==> src/rtl/tmr_pkg.sv <==
package tmr_pkg;
  typedef enum logic [1:0] {
    SEL_ABS = 2'd0,
    SEL_REL = 2'd1,
    SEL_CTL = 2'd2,
    SEL_CNT = 2'd3
  } tmr_sel_e;

  localparam int CTL_EN_BIT   = 0;
  localparam int CTL_MASK_BIT = 1;
  localparam int CTL_STAT_BIT = 2;
endpackage

==> src/rtl/tmr_counter.sv <==
module tmr_counter #(
  parameter int CNT_W = 64
) (
  input  logic             clk,
  input  logic             rst_n,
  input  logic             tick_en,
  output logic [CNT_W-1:0] cnt
);
  logic [CNT_W-1:0] cnt_d;

  always_comb begin
    cnt_d = cnt + CNT_W'(1);
  end

  always_ff @(posedge clk or negedge rst_n) begin
    if (!rst_n)       cnt <= '0;
    else if (tick_en) cnt <= cnt_d;
  end


  cnt_step_chk: assert property (@(posedge clk) disable iff (!rst_n)
    tick_en |=> (cnt == $past(cnt) + CNT_W'(1)));


  cnt_hold_chk: assert property (@(posedge clk) disable iff (!rst_n)
    !tick_en |=> $stable(cnt));
endmodule

==> src/rtl/tmr_cmp.sv <==
module tmr_cmp #(
  parameter int CNT_W = 64
) (
  input  logic             clk,
  input  logic             rst_n,
  input  logic [CNT_W-1:0] cnt,
  input  logic [CNT_W-1:0] cmp,
  input  logic             en,
  input  logic             mask,
  output logic             status,
  output logic             irq
);
  logic hit;
  logic irq_d;

  always_comb begin
    hit    = (cnt >= cmp);
    status = en & hit;
    irq_d  = status & ~mask;
  end

  always_ff @(posedge clk or negedge rst_n) begin
    if (!rst_n) irq <= 1'b0;
    else        irq <= irq_d;
  end


  status_gate_chk: assert property (@(posedge clk) disable iff (!rst_n)
    !en |-> !status);


  off_quiet_chk: assert property (@(posedge clk) disable iff (!rst_n)
    !en |=> !irq);


  mask_quiet_chk: assert property (@(posedge clk) disable iff (!rst_n)
    mask |=> !irq);


  irq_cause_chk: assert property (@(posedge clk) disable iff (!rst_n)
    irq |-> $past(status));
endmodule

==> src/rtl/tmr_regs.sv <==
module tmr_regs
  import tmr_pkg::*;
#(
  parameter int CNT_W = 64,
  parameter int REL_W = 32
) (
  input  logic             clk,
  input  logic             rst_n,
  input  logic             wr_en,
  input  tmr_sel_e         sel,
  input  logic [CNT_W-1:0] wdata,
  input  logic [CNT_W-1:0] cnt,
  input  logic             status,
  output logic [CNT_W-1:0] cmp,
  output logic             en,
  output logic             mask,
  output logic [CNT_W-1:0] rdata
);
  localparam int EXT_W = CNT_W - REL_W;

  logic             cmp_we;
  logic             ctl_we;
  logic [CNT_W-1:0] cmp_d;
  logic [CNT_W-1:0] wr_off;
  logic [CNT_W-1:0] gap;
  logic [CNT_W-1:0] gap_ext;
  logic [CNT_W-1:0] ctl_view;

  always_comb begin
    wr_off  = {{EXT_W{wdata[REL_W-1]}}, wdata[REL_W-1:0]};
    cmp_we  = wr_en && ((sel == SEL_ABS) || (sel == SEL_REL));
    ctl_we  = wr_en && (sel == SEL_CTL);
    cmp_d   = (sel == SEL_REL) ? (cnt + wr_off) : wdata;
  end

  always_ff @(posedge clk or negedge rst_n) begin
    if (!rst_n)      cmp <= '0;
    else if (cmp_we) cmp <= cmp_d;
  end

  always_ff @(posedge clk or negedge rst_n) begin
    if (!rst_n) begin
      en   <= 1'b0;
      mask <= 1'b0;
    end else if (ctl_we) begin
      en   <= wdata[CTL_EN_BIT];
      mask <= wdata[CTL_MASK_BIT];
    end
  end

  always_comb begin
    gap                    = cmp - cnt;
    gap_ext                = {{EXT_W{gap[REL_W-1]}}, gap[REL_W-1:0]};
    ctl_view               = '0;
    ctl_view[CTL_EN_BIT]   = en;
    ctl_view[CTL_MASK_BIT] = mask;
    ctl_view[CTL_STAT_BIT] = status;
    case (sel)
      SEL_ABS: rdata = cmp;
      SEL_REL: rdata = gap_ext;
      SEL_CTL: rdata = ctl_view;
      default: rdata = cnt;
    endcase
  end


  cmp_hold_chk: assert property (@(posedge clk) disable iff (!rst_n)
    !(wr_en && (sel == SEL_ABS || sel == SEL_REL)) |=> $stable(cmp));


  ctl_upper_zero_chk: assert property (@(posedge clk) disable iff (!rst_n)
    (sel == SEL_CTL) |-> (rdata[CNT_W-1:CTL_STAT_BIT+1] == '0));


  ctl_hold_chk: assert property (@(posedge clk) disable iff (!rst_n)
    !(wr_en && sel == SEL_CTL) |=> ($stable(en) && $stable(mask)));
endmodule

==> src/rtl/deadline_timer.sv <==
module deadline_timer
  import tmr_pkg::*;
#(
  parameter int CNT_W = 64,
  parameter int REL_W = 32
) (
  input  logic             clk,
  input  logic             rst_n,
  input  logic             tick_en,
  input  logic             wr_en,
  input  logic [1:0]       sel,
  input  logic [CNT_W-1:0] wdata,
  output logic [CNT_W-1:0] rdata,
  output logic             irq
);
  localparam int SYNC_N = 2;

  logic [SYNC_N-1:0] rst_sync;
  logic              rst_int_n;
  logic [CNT_W-1:0]  cnt;
  logic [CNT_W-1:0]  cmp;
  logic              en;
  logic              mask;
  logic              status;

  always_ff @(posedge clk or negedge rst_n) begin
    if (!rst_n) rst_sync <= '0;
    else        rst_sync <= {rst_sync[SYNC_N-2:0], 1'b1};
  end

  assign rst_int_n = rst_sync[SYNC_N-1];

  tmr_counter #(.CNT_W(CNT_W)) u_counter (
    .clk     (clk),
    .rst_n   (rst_int_n),
    .tick_en (tick_en),
    .cnt     (cnt)
  );

  tmr_regs #(.CNT_W(CNT_W), .REL_W(REL_W)) u_regs (
    .clk    (clk),
    .rst_n  (rst_int_n),
    .wr_en  (wr_en),
    .sel    (tmr_sel_e'(sel)),
    .wdata  (wdata),
    .cnt    (cnt),
    .status (status),
    .cmp    (cmp),
    .en     (en),
    .mask   (mask),
    .rdata  (rdata)
  );

  tmr_cmp #(.CNT_W(CNT_W)) u_cmp (
    .clk    (clk),
    .rst_n  (rst_int_n),
    .cnt    (cnt),
    .cmp    (cmp),
    .en     (en),
    .mask   (mask),
    .status (status),
    .irq    (irq)
  );
endmodule

==> config.mk <==
export PLATFORM = sky130hd
export DESIGN_NAME = deadline_timer
export DESIGN_NICKNAME = d
export VERILOG_FILES = /design/src/rtl/tmr_pkg.sv /design/src/rtl/tmr_counter.sv /design/src/rtl/tmr_cmp.sv /design/src/rtl/tmr_regs.sv /design/src/rtl/deadline_timer.sv
export SDC_FILE = /design/constraint.sdc
export NUM_CORES = 1
export LEC_CHECK = 0
export CAP_MARGIN = 5
export CORE_ASPECT_RATIO = 1.1
export CORE_MARGIN = 5
export CORE_UTILIZATION = 42
export CTS_BUF_LIST = sky130_fd_sc_hd__clkbuf_16
export DETAILED_ROUTE_END_ITERATION = 6
export DONT_BUFFER_PORTS = 1
export GPL_TIMING_DRIVEN = 0
export PLACE_DENSITY = 0.6
export SYNTH_ARGS = -nofsm -noshare
export SYNTH_HDL_FRONTEND = slang
export SYNTH_HIERARCHICAL = 1
export SYNTH_SLANG_ARGS = --single-unit
==> constraint.sdc <==
create_clock -name clk -period 4.3 [get_ports clk]
set_clock_uncertainty 0.1 [all_clocks]
set_input_delay 0.645 -clock clk [delete_from_list [all_inputs] [get_ports clk]]
set_output_delay 0.645 -clock clk [all_outputs]
set_load 0.02 [all_outputs]
==> impl_results.md <==
- Synth top area share: 0.235
- Flop2flop setup slack: 0.24 ns
- Fin cells: 2279
- Clock Latency Late Sink: 0.43 ns
- Tightest Pin Transition: between 1 and 1.5 ns
- Clock sink count: approximately 130
- Reg2reg end: u_regs/cmp[56]
- Cell Area, Synth: 14100 µm²
- Max_slew headroom: 0.240
- Vias/cell: 6.21
- Peak supply drop: ~0.00022 V
- Initial antenna violation count: 3
- GR peak layer: met2
- Layout area overhead: 12.7%
- Met1 Track Usage GR: 0.371
- Leakage: 7.27 nW
- Place WS: -0.374 ns
- Worst path required time: 3.56 ns
- Inserted Clock Buffers: 17
- Hold Path Class: flip-flop to asynchronous set/reset pin
- Cell accounting for the most synthesized area: dfrtp_1
- Gate power share: 0.454
- Min cycle time layout: 4.44 ns
- Routed Antenna Nets: 0
- Final wirelength: 55100 µm
- Core Region: 33300 µm²
- Clk pwr share: 0.278
- Share of cells above drive strength 1: 0.0971
- Area contributors post-synth: dfrtp_1 24%, ha_1 14%, a21oi_1 6.4%
- Crit path kind: flip-flop to primary output
- Setup-failing EPs final: 35
- Final Worst Setup Slack: -0.144 ns
- PwrDens: between 300 and 400 nW/µm²
- GP Congestion: 0.973
- First-pass GRT wire length: 82800 µm
- Die height: 203 µm
- Detailed Place HPWL: 42300 µm
- WL/cell: 24.2 µm
- Rows: 70
- M2 GR Usage: 0.475
- Gr usage total: 0.287
- Failing checks: negative setup slack
- Worst-path clk slew: 0.06 ns
- H-tree depth: 4
- Sw Share: 0.403
- Nets: 2063
- Quantity of I/O buffers inserted on ports: 0
- Initial Utilization: 0.425
- CTS tree: built
- Max-cap viol count: 0
- Die ar.: 37500 µm²
- Die X: 185 µm
- Syn Nets: 2017
- Reg2reg start: u_counter/cnt[0]
- DRC violations left: 0
- Total number of yosys warnings: 6
- Max frequency: 225 MHz
- Final period utilization: 1.03
- Cell Int Power: 0.00352 W
- Crit path DAT: about 3.7 ns
- RSZ-0062 raised after global routing: true
- Status: complete, but fails checks
- Nature of the critical path endpoint: primary output
- Final Hold Viols: 0
- Layout Utilization: 0.479
- Reg power frac: 0.269
- Most common library cells after synthesis: 192 x nand2_1, 181 x a21oi_1, 160 x ha_1
- Startpoint Class: flip-flop
- Root Driver: clkbuf_16
- DR iter-0 viols: 1052
- Critical Path Fanout Max: 4
- Main flop type after synthesis: dfrtp_1
- Netlist cell types: 86
- Switch Pwr: 0.00238 W
- Number of synthesized flops with an enable pin: 0
- DR vias: ~14000
- Final slew viol count: 0
- DRT Pass-1 Iters: 5
- Met3 global-route usage: 0.0505
- FFs w/ async S/R, synth: 1.00
- Synth Area per Inst: 7.93 µm²
- Total congestion overflow: 0
- Pwr Total: 0.00590 W
- R2r worst-path depth: 13
- Top-count cell post-synth: nand2_1
- Gate Count Post-Synth: between 1500 and 2000
- Io pins: approximately 140
- #FFs+latches synth: 133
- Clock Path Buffers: 2
- Placed Cells: about 2200
- Vias in the first global route: 13607
- Largest net degree at the start of global routing: 58
- Sequential-to-total area share from yosys stat: 0.235
power groups by stage:
stage	Sequential [W]	Combinational, W	Clock [W]
2_1_floorplan	0.00157	0.00177	0
3_3_place_gp	0.00166	0.00218	0
3_5_place_dp	0.00165	0.00225	0
4_1_cts	0.00158	0.00253	0.00166
5_1_grt	0.00160	0.00292	0.00172
6_report	0.00159	0.00268	0.00164
layout make-up:
| type | instances | area (µm²) |
|---|---|---|
| fillers | 3324 | 17300 |
| multi-input cells | 1448 | 10300 |
| flip-flops and latches | 133 | 3350 |
| well taps | 432 | 541 |
| inverters | 130 | 488 |
| clock buffers | 17 | 425 |
| plain buffers | 72 | 323 |
| repair buffers | 29 | 303 |
| clock inverters | 15 | 211 |
| diodes | 3 | 7.51 |
cells by family (layout without fill, tap and decap cells):
kind of cell	Yosys count	after routing	share of synthesized area
AO/OA/AOI/OAI	557	557	0.254
XOR/XNOR	150	150	0.0928
adder cells (fa/ha/maj)	162	162	0.144
buffers and inverters	204	263	0.0562
flip-flops	133	133	0.235
multiplexers	32	32	0.0256
other	1	4	0.000265
AND/OR/NAND/NOR	546	546	0.192
layer usage:
metal  vias up  share of wire
met4         0          0.037
met5         -              0
met3       106          0.073
met1      6874           0.41
met2       582           0.48
li1       6595              -
stage by stage:
step	TNS (ns)	hold slack (ns)	area [µm²]
2_1_floorplan	0	0.231	14100
3_3_place_gp	-221.86	0.237	14700
3_5_place_dp	-4.48	0.150	14700
4_1_cts	-2.50	0.155	15800
5_1_grt	-4.84	0.169	15900
6_report	-1.53	0.145	15900
cell usage in the layout (no fill, tap or decap), types with 7 or more instances in the layout:
cell type	n
a211oi_1	11
a21o_1	43
a21oi_1	180
a221o_1	27
a221o_2	8
a22o_1	7
a22oi_1	7
a31oi_1	14
and2_1	10
and3_1	16
buf_1	8
buf_4	20
clkbuf_1	56
clkbuf_16	17
dfrtp_1	116
dfrtp_2	16
ha_1	156
inv_1	129
mux2i_1	26
nand2_1	192
nand2b_1	11
nand3_1	43
nand4_1	50
nor2_1	117
nor2b_1	11
nor3_1	40
nor4_1	9
o211ai_1	11
o21a_1	16
o21ai_0	109
o21ai_1	10
o21ai_2	13
o21bai_1	15
o22ai_1	16
o31ai_1	7
xnor2_1	79
xor2_1	68
worst max-delay path by stage:
stage / startpoint / to
after floorplan: rst_sync[1] / u_cmp/irq
after global placement: rst_sync[1] / u_counter/cnt[33]
after detailed placement: u_counter/cnt[2] / rdata[24]
after CTS: u_counter/cnt[0] / rdata[30]
after global routing: u_counter/cnt[0] / rdata[30]
final: u_counter/cnt[0] / rdata[30]
what timing repair did:
item | CTS | global route
hold endpoints to repair | 2 | 0
resized for setup | 70 | 30
gates cloned | 1 | 0
setup buffers | 18 | 8
pin swaps | 21 | 18
hold buffers | 1 | 0
endpoints found under the setup margin | 52 | 51
registers in the layout, indices dropped and copies added (netlist names):
signal         count
u_counter/cnt     64
u_cmp/irq          1
u_regs/mask        1
u_regs/cmp        64
u_regs/en          1
rst_sync           2
critical path, cell delays in order, from the launching register on:
cell and delay, ns:
dfrtp_2 0.44, ha_4 0.17, fa_2 0.38, nor2b_4 0.14
o31a_1 0.25, a41oi_2 0.23, buf_4 0.19, a2111o_1 0.44
a31oi_4 0.26, o21ai_2 0.10, nand2b_1 0.13, o221a_2 0.23
xnor2_2 0.07, o21ai_2 0.24
No activity file was read; power rests on OpenSTA's default activity.
